[src/rtl/wps_pkg.sv]
package wps_pkg;

    // default sizing
    localparam int WPS_MAX_WIN_DEF = 8;
    localparam int WPS_IT_W_DEF    = 5;

    // processing steps, in pipeline order
    localparam int NPH = 4;

    typedef enum logic [1:0] {
        PH_OUTER   = 2'd0,
        PH_CHK_IN  = 2'd1,
        PH_INNER   = 2'd2,
        PH_CHK_OUT = 2'd3
    } phase_e;

    typedef enum logic {
        RS_IDLE = 1'b0,
        RS_RUN  = 1'b1
    } run_e;

    function automatic int unsigned idx_of(phase_e ph);
        return int'(ph);
    endfunction

endpackage

[src/rtl/wps_phase_unit.sv]
module wps_phase_unit #(
    parameter int CNT_W = 4,
    parameter int WIN_W = 3,
    parameter int LIN_W = 9
) (
    input  logic             clk,
    input  logic             rst,
    input  logic             clr,
    input  logic             fire,
    input  logic             done,
    input  logic [CNT_W-1:0] cfg_win,
    output logic             active,
    output logic             strobe,
    output logic [WIN_W-1:0] win,
    output logic [LIN_W-1:0] cnt
);

    logic last_win;

    always_comb begin
        last_win = (CNT_W'(win) == (cfg_win - CNT_W'(1)));
    end

    always_ff @(posedge clk) begin
        if (rst || clr) begin
            active <= 1'b0;
            strobe <= 1'b0;
            win    <= '0;
            cnt    <= '0;
        end else begin
            strobe <= fire;
            if (fire) begin
                active <= 1'b1;
            end else if (active && done) begin
                active <= 1'b0;
                cnt    <= cnt + LIN_W'(1);
                if (last_win) begin
                    win <= '0;
                end else begin
                    win <= win + WIN_W'(1);
                end
            end
        end
    end

endmodule

[src/rtl/wps_start_gate.sv]
module wps_start_gate import wps_pkg::*; #(
    parameter int CNT_W = 4,
    parameter int WIN_W = 3,
    parameter int LIN_W = 9
) (
    input  logic             run,
    input  logic [LIN_W-1:0] total,
    input  logic [CNT_W-1:0] cfg_win,
    input  logic [CNT_W-1:0] cfg_dlt,
    input  logic [NPH-1:0]   active,
    input  logic [LIN_W-1:0] cnt [NPH],
    input  logic [WIN_W-1:0] win_in,
    output logic [NPH-1:0]   fire
);

    localparam int SW = CNT_W + 1;
    localparam int EW = LIN_W + 1;

    logic [SW-1:0]    ahead;
    logic [SW-1:0]    need_w;
    logic [LIN_W-1:0] need;
    logic [NPH-1:0]   dep;
    logic [NPH-1:0]   room;

    always_comb begin
        // windows the outer step must have closed before the inward check may open win_in
        ahead  = SW'(win_in) + SW'(cfg_dlt);
        need_w = (ahead > SW'(cfg_win)) ? SW'(cfg_win) : ahead;
        need   = cnt[idx_of(PH_CHK_IN)] - LIN_W'(win_in) + LIN_W'(need_w);

        dep[idx_of(PH_OUTER)]   = (EW'(cnt[idx_of(PH_CHK_OUT)]) + EW'(cfg_win))
                                  > EW'(cnt[idx_of(PH_OUTER)]);
        dep[idx_of(PH_CHK_IN)]  = cnt[idx_of(PH_OUTER)] >= need;
        dep[idx_of(PH_INNER)]   = cnt[idx_of(PH_CHK_IN)] > cnt[idx_of(PH_INNER)];
        dep[idx_of(PH_CHK_OUT)] = cnt[idx_of(PH_INNER)] > cnt[idx_of(PH_CHK_OUT)];

        for (int p = 0; p < NPH; p++) begin
            room[p] = run && !active[p] && (cnt[p] < total);
        end
        fire = dep & room;
    end

endmodule

[src/rtl/wps_bank_guard.sv]
module wps_bank_guard import wps_pkg::*; #(
    parameter int WIN_W = 3
) (
    input  logic             clk,
    input  logic             rst,
    input  logic             clr,
    input  logic [NPH-1:0]   active,
    input  logic [WIN_W-1:0] win [NPH],
    output logic             flag
);

    logic [NPH*NPH-1:0] hit;

    genvar gi, gj;
    generate
        for (gi = 0; gi < NPH; gi++) begin : g_row
            for (gj = 0; gj < NPH; gj++) begin : g_col
                if (gj > gi) begin : g_pair
                    assign hit[gi*NPH+gj] = active[gi] && active[gj] && (win[gi] == win[gj]);
                end else begin : g_none
                    assign hit[gi*NPH+gj] = 1'b0;
                end
            end
        end
    endgenerate

    always_ff @(posedge clk) begin
        if (rst || clr) begin
            flag <= 1'b0;
        end else if (|hit) begin
            flag <= 1'b1;
        end
    end

endmodule

[src/rtl/window_pipe_sched.sv]
module window_pipe_sched import wps_pkg::*; #(
    parameter int MAX_WIN = WPS_MAX_WIN_DEF,
    parameter int IT_W    = WPS_IT_W_DEF,
    localparam int WIN_W  = $clog2(MAX_WIN),
    localparam int CNT_W  = $clog2(MAX_WIN + 1),
    localparam int LIN_W  = CNT_W + IT_W
) (
    input  logic                 clk,
    input  logic                 rst,
    input  logic                 go,
    input  logic [CNT_W-1:0]     cfg_windows,
    input  logic [CNT_W-1:0]     cfg_delta,
    input  logic [IT_W-1:0]      cfg_iters,
    input  logic [NPH-1:0]       ph_done,
    output logic [NPH-1:0]       ph_start,
    output logic [NPH-1:0]       ph_active,
    output logic [NPH*WIN_W-1:0] ph_win,
    output logic                 busy,
    output logic                 finished,
    output logic                 conflict
);

    run_e             run_q;
    logic [CNT_W-1:0] win_q;
    logic [CNT_W-1:0] dlt_q;
    logic [LIN_W-1:0] total_q;
    logic             finish_q;
    logic             go_ok;
    logic             last_done;

    logic [NPH-1:0]   fire;
    logic [LIN_W-1:0] cnt_a [NPH];
    logic [WIN_W-1:0] win_a [NPH];

    always_comb begin
        go_ok = go && (run_q == RS_IDLE) && (cfg_windows != '0)
                && (int'(cfg_windows) <= MAX_WIN) && (cfg_iters != '0);
        last_done = ph_active[idx_of(PH_CHK_OUT)] && ph_done[idx_of(PH_CHK_OUT)]
                    && (cnt_a[idx_of(PH_CHK_OUT)] == total_q - LIN_W'(1));
    end

    always_ff @(posedge clk) begin
        if (rst) begin
            run_q    <= RS_IDLE;
            win_q    <= '0;
            dlt_q    <= '0;
            total_q  <= '0;
            finish_q <= 1'b0;
        end else begin
            finish_q <= 1'b0;
            if (go_ok) begin
                run_q   <= RS_RUN;
                win_q   <= cfg_windows;
                dlt_q   <= cfg_delta;
                total_q <= LIN_W'(cfg_windows) * LIN_W'(cfg_iters);
            end else if (run_q == RS_RUN && last_done) begin
                run_q    <= RS_IDLE;
                finish_q <= 1'b1;
            end
        end
    end

    wps_start_gate #(
        .CNT_W(CNT_W),
        .WIN_W(WIN_W),
        .LIN_W(LIN_W)
    ) u_gate (
        .run    (run_q == RS_RUN),
        .total  (total_q),
        .cfg_win(win_q),
        .cfg_dlt(dlt_q),
        .active (ph_active),
        .cnt    (cnt_a),
        .win_in (win_a[idx_of(PH_CHK_IN)]),
        .fire   (fire)
    );

    genvar gp;
    generate
        for (gp = 0; gp < NPH; gp++) begin : g_ph
            wps_phase_unit #(
                .CNT_W(CNT_W),
                .WIN_W(WIN_W),
                .LIN_W(LIN_W)
            ) u_unit (
                .clk    (clk),
                .rst    (rst),
                .clr    (go_ok),
                .fire   (fire[gp]),
                .done   (ph_done[gp]),
                .cfg_win(win_q),
                .active (ph_active[gp]),
                .strobe (ph_start[gp]),
                .win    (win_a[gp]),
                .cnt    (cnt_a[gp])
            );
            assign ph_win[gp*WIN_W +: WIN_W] = win_a[gp];
        end
    endgenerate

    wps_bank_guard #(
        .WIN_W(WIN_W)
    ) u_guard (
        .clk   (clk),
        .rst   (rst),
        .clr   (go_ok),
        .active(ph_active),
        .win   (win_a),
        .flag  (conflict)
    );

    assign busy     = (run_q == RS_RUN);
    assign finished = finish_q;

endmodule

[config.mk]
export PLATFORM = sky130hd
export DESIGN_NAME = window_pipe_sched
export DESIGN_NICKNAME = d
export VERILOG_FILES = /design/src/rtl/wps_pkg.sv /design/src/rtl/wps_phase_unit.sv /design/src/rtl/wps_start_gate.sv /design/src/rtl/wps_bank_guard.sv /design/src/rtl/window_pipe_sched.sv
export SDC_FILE = /design/constraint.sdc
export NUM_CORES = 1
export LEC_CHECK = 0
export ABC_AREA = 1
export BUFFER_PORTS_ARGS = -buffer_cell sky130_fd_sc_hd__buf_2
export CAP_MARGIN = 10
export CORE_ASPECT_RATIO = 2
export CORE_UTILIZATION = 60
export DETAILED_ROUTE_END_ITERATION = 8
export PLACE_DENSITY = 0.81
export SYNTH_ARGS = -nofsm -noshare
export SYNTH_HDL_FRONTEND = slang
export SYNTH_SLANG_ARGS = --single-unit
[constraint.sdc]
create_clock -name clk -period 5.05 [get_ports clk]
set_input_delay 1.01 -clock clk [delete_from_list [all_inputs] [get_ports clk]]
set_output_delay 1.01 -clock clk [all_outputs]
set_load 0.005 [all_outputs]
==> impl_metrics.ini, run 1 <==
[synthesis]
syn_nets = 1110
synth-seq-cells = 76
ys_async_sr_fraction = 0
synth_top_family_by_area = adder cells
synth_top_area_cell = dfxtp_1
synth-compound-area-share = 0.129
seq_area_frac_synth = 0.220
netlist_top_cells_area = dfxtp_1, ha_1, nand2_1, inv_1, a21oi_1
synth_ff_type = dfxtp_1
synth_top_area_share = 0.220
synthXorXnorAreaFrac = 0.0721
syn-cell-area_um2 = 6900
synth_cell_types = 42
yosys.area_share.simple = 0.236
synth_cells = 963
synth_edf_count = 0
yosys-mux-area-fraction = 0
syn_avg_cell_area_um2 = 7.17
synthAdderAreaFrac = 0.242
yosys_warnings = 0

[global_route]
grt_antenna_before_repair = 0
first_global_vias = 6392
grt_max_degree = 35
overflow = 0
track_usage = 0.310
grt_pass1_wl_um = 29100

[drt]
drt-total-wl_um = 17100
vias_per_cell = 5.57
vias = 6339
wl_per_cell_um = 15.1
first_pass_iters = 4
ant_nets = 0
drc = 0
drt_iter0_drc = 256

[critical_path]
crit_slowest_cell = fa_1
cp_num_buf_inv = 2
crit_path_start = g_ph[1].u_unit.win[0]
cp-end-kind = flip-flop
crit_fanout = 5
cp.arrival_ns = 4.88
rr_startpoint = g_ph[1].u_unit.win[0]
max_stage_delay_ns = 0.53
crit_family = adder cells
critical_path_class = reg2reg
crit_top_cell = nand2_1
required_ns = 5.29
rrSetupSlack_ns = 0.41
startpoint_type = flip-flop

[cells_and_area]
final_cell_mix = nand2_1, inv_1, ha_1, dfxtp_1, nor2_1
finish.utilization = 0.659
layout-drive-gt1-share = 0.0813
nFillCells = 1025
syn_to_final_growth_pct = 7.79
diodes = 0
stdcell_area_um2 = 7440
final_common_cell = nand2_1
fin_nets = 1138

[sta]
finalCriticalPeriod_ns = 4.64
max_slew_margin = 0.534
setup_ws_ns = 0.406
hold_viol = 0
finClkSkew_ns = 0.0104
finalMaxSlewViolations = 0
max_freq_ghz = 0.215
post-route-period-util = 0.920
rsz0062_at_grt = no
setup-violations-final = 0
worstMarginPinSlew_ns = 0.694
tns_ns = 0

[status]
status = complete, no violations

[clocking]
cts.sinks = 76
clockBufferDepth = 2
cts_buffers = 9
cts-root-buf = clkbuf_16
ctsResizeCount = 0
post_cts_buffers = 0
clk_pin_slew_worst_paths_ns = 0.06
h-tree-depth = 3
clkLatencyLatePin_ns = 0.34
cts_hold_buffers = 0
cts_tree = yes

[place]
placedInstanceArea_um2 = 7160
place.port_buffers = 42
pre_cts_ws_ns = 0.347
place_hpwl_um = 13700
gp_congestion = 0.944

[die]
rows = 55
die_y_um = 154
start_util = 0.612
die_w_um = 77.8
core_area_um2 = 11300
pin_count = 43
die-area_um2 = 12000

[power_and_ir_drop]
cellPowerDensity_nw_per_um2 = 228
total_power_mw = 1.70
ir_drop_uv = 234
p_leak_nw = 3.78

[hold_path]
worstHoldStart = dlt_q[2]
hold_class = reg2reg

[flow_run]
drv_cap = 0
[per-layer routing]
layer	vias up	global-route usage	wire length [µm]
li1	3225	-	-
met1	2916	0.316	6590
met2	142	0.574	8970
met3	56	0.0326	488
met4	0	0.216	1080
met5	-	0	0
[layout make-up]
class / count / area, µm² / area share
well taps: 142 / 178 / 0.0239
flip-flops and latches: 76 / 1520 / 0.205
inverters: 144 / 541 / 0.0726
clock buffers: 10 / 229 / 0.0308
repair buffers: 45 / 233 / 0.0313
clock inverters: 6 / 47.5 / 0.00639
multi-input cells: 715 / 4690 / 0.630
[cells in the mapped netlist (2+ instances only)]
cell type	n
nand2_1	197
inv_1	136
ha_1	116
dfxtp_1	76
nor2_1	73
a21oi_1	72
nand3_1	40
xor2_1	38
o21ai_0	35
o21ai_1	22
nor3_1	21
nand4_1	17
xnor2_1	17
clkbuf_1	11
fa_1	11
buf_4	10
inv_2	7
nand3b_1	6
o22ai_1	6
buf_2	5
or2_2	5
a22o_1	4
a31oi_1	4
o2111ai_1	4
o211ai_1	4
a211oi_1	3
a21boi_0	3
nor2_8	3
a21o_1	2
nor4_1	2
o21a_1	2
[stage by stage]
stage	cells	hold WS (ns)
2_1_floorplan	963	0.459
3_3_place_gp	1122	0.473
3_5_place_dp	1122	0.479
4_1_cts	1138	0.495
5_1_grt	1138	0.534
6_report	1138	0.491
[sequential cells by signal, indices dropped and copies added (netlist names), 4 cells and up]
name and cells:
g_ph.u_unit.cnt 36, g_ph.u_unit.win 12, total_q 9, dlt_q 4
g_ph.u_unit.active 4, g_ph.u_unit.strobe 4, win_q 4
[kinds of logic (layout without fill, tap and decap cells)]
group           after synthesis  count (layout)
compound gates              162             162
simple gates                369             369
xor+xnor                     56              56
fa+ha+maj                   127             127
buf+inv                     172             205
flops                        76              76
other cells                   1               1
[worst paths after layout]
check	to	cells past startpoint
worst max-delay path	g_ph[1].u_unit.active	25
worst min register to register	dlt_q[2]	1
worst min-delay path	dlt_q[2]	1
worst max register to register	g_ph[1].u_unit.active	25
[where the power goes]
group / leakage [nW] / internal [mW] / switching [mW]
registers: 0.615 / 0.612 / 0.0124
clock network: 0.122 / 0.336 / 0.273
logic: 3.04 / 0.176 / 0.286
Power figures use the tool's default switching activity.
==> run 2, diff against run 1 <==
Settings changed: CORE_UTILIZATION 60 to 45, PLACE_DENSITY 0.81 to 0.66.
Clock period 5.05 ns to 3.8 ns, I/O delays scaled along.
==> run 2 against run 1 <==
Effect of this change:
- non-clock buffer count rose by 18
- die area rose by 33%
- setup slack got worse by 0.72 ns
- hold slack improved by 0.034 ns
- count of clock-buffer cells in the layout fell by 1
- final cell count rose by 6.2%
- register-to-register slack got worse by 0.72 ns
- clock skew fell by 0.00083 ns
- sequential power rose by 33%
- fmax rose by 13%
- first-iteration DRC count fell by 4.7%
- the run now ends with negative setup slack left
==> impl_metrics.ini, run 2 (synthesis gave the netlist of run 1 again) <==
[cells_and_area]
top_register = g_ph.u_unit.cnt
syn_to_final_growth_pct = 13.1
top_regs = g_ph.u_unit.cnt: 36 flops, g_ph.u_unit.win: 12 flops, total_q: 9 flops
diodes = 0
layout-drive-gt1-share = 0.119
final_common_cell = nand2_1
final_cell_mix = nand2_1, inv_1, ha_1, nor2_1, dfxtp_1
largest_reg_flops = 36
fin_nets = 1156

[hold_path]
hold_class = reg2reg
hold_depth = 1

[power_and_ir_drop]
ir_drop_uv = 266
total_power_mw = 2.53
cellPowerDensity_nw_per_um2 = 324
p_leak_nw = 3.91

[critical_path]
crit_top_cell = nand2_1
cp-end-kind = flip-flop
crit_fanout = 4
max_stage_delay_ns = 0.59
crit_slowest_cell = fa_1
critical_path_class = reg2reg
startpoint_type = flip-flop
cp.arrival_ns = 4.35
required_ns = 4.04
rr_worst_depth = 28

[clocking]
cts_hold_buffers = 0
cts-root-buf = clkbuf_16
clkLatencyLatePin_ns = 0.34
cts_tree = yes
cts_buffers = 9
clockBufferDepth = 2
clk_pin_slew_worst_paths_ns = 0.06
cts.sinks = 76
h-tree-depth = 3

[sta]
holdWs_ns = 0.525
hold_viol = 0
tns_ns = -0.615
finClkSkew_ns = 0.00953
finalCriticalPeriod_ns = 4.11
max_freq_ghz = 0.243
post-route-period-util = 1.08
max_slew_margin = 0.514
finalMaxSlewViolations = 0
setup-violations-final = 2
worstMarginPinSlew_ns = 0.724
rsz0062_at_grt = yes
setup_ws_ns = -0.315

[flow_run]
drv_cap = 0

[global_route]
use_met1 = 0.263
first_global_vias = 6264
met2_usage = 0.488
gr-usage-met3 = 0.0303
track_usage = 0.260
grt_pass1_wl_um = 30700
busiest_layer = met2
grt_antenna_before_repair = 0
grt_max_degree = 34
overflow = 0

[die]
die-area_um2 = 15900
start_util = 0.463
core_area_um2 = 14900
die_w_um = 89.6
rows = 63
pin_count = 43
die_y_um = 177

[drt]
vias_per_cell = 5.33
ant_nets = 0
drt-total-wl_um = 19100
vias = 6438
wl_per_cell_um = 15.8
drt_iter0_drc = 244
first_pass_iters = 5
drc = 0

[place]
place.port_buffers = 42
pre_cts_ws_ns = -0.289
place_hpwl_um = 15400
gp_congestion = 0.893

[status]
violations = negative setup slack
status = finished, violations left
-- run 2: cell count changes in the layout (fill, tap and decap cells not counted), sizes merged --
cell	previous run	this run
clkinv	1	3
buf	45	63
inv	145	143
bufinv	0	3
clkinvlp	4	2
clkbuf	10	9
-- run 2: layout make-up --
type                            count  area (µm²)
Clock inverter                      7         115
Timing Repair Buffer               63         368
Tap cell                          195         244
Inverter                          144         541
Sequential cell                    76        1530
Clock buffer                        9         225
Multi-Input combinational cell    715        4780
Fill cell                        1490        7090
-- run 2: final timing paths --
check | from | end | slack [ns]
worst max-delay path | g_ph[1].u_unit.win[0] | g_ph[1].u_unit.active | -0.31
worst min-delay path | g_ph[3].u_unit.cnt[2] | g_ph[3].u_unit.cnt[2] | 0.52
worst max register to register | g_ph[1].u_unit.win[0] | g_ph[1].u_unit.active | -0.31
worst min register to register | g_ph[3].u_unit.cnt[2] | g_ph[3].u_unit.cnt[2] | 0.52
-- run 2: per-stage QoR --
stage,instance area [µm²],instances,util
2_1_floorplan,6960,963,-
3_3_place_gp,7420,1192,0.498
3_5_place_dp,7420,1192,0.498
4_1_cts,7780,1209,0.522
5_1_grt,7800,1209,0.524
6_report,7800,1209,0.524
-- run 2: what timing repair did --
action                     4_1_cts  5_1_grt
resized for setup                6        5
hold endpoints to repair         0        0
setup endpoints to repair        2        2
pin swaps                        0        4
buffers inserted                 1        0
-- run 2: power breakdown --
| group | switching [mW] | internal (mW) | total [mW] |
|---|---|---|---|
| Clock | 0.359 | 0.639 | 0.998 |
| Combinational | 0.417 | 0.281 | 0.697 |
| Sequential | 0.0176 | 0.813 | 0.831 |
| Total | 0.793 | 1.73 | 2.53 |
-- run 2: worst max-delay path: cells and delay by family, from the launching register on --
kind | cells | cell delay [ns]
fa+ha+maj | 6 | 1.85
compound gates | 5 | 0.51
xor+xnor | 2 | 0.37
simple gates | 13 | 0.82
buf+inv | 2 | 0.10
flops | 1 | 0.35
-- run 2: layer usage --
layer,wire (µm),vias up
met2,10400,137
li1,-,3254
met3,453,58
met4,1010,0
met1,7230,2989
met5,0,-
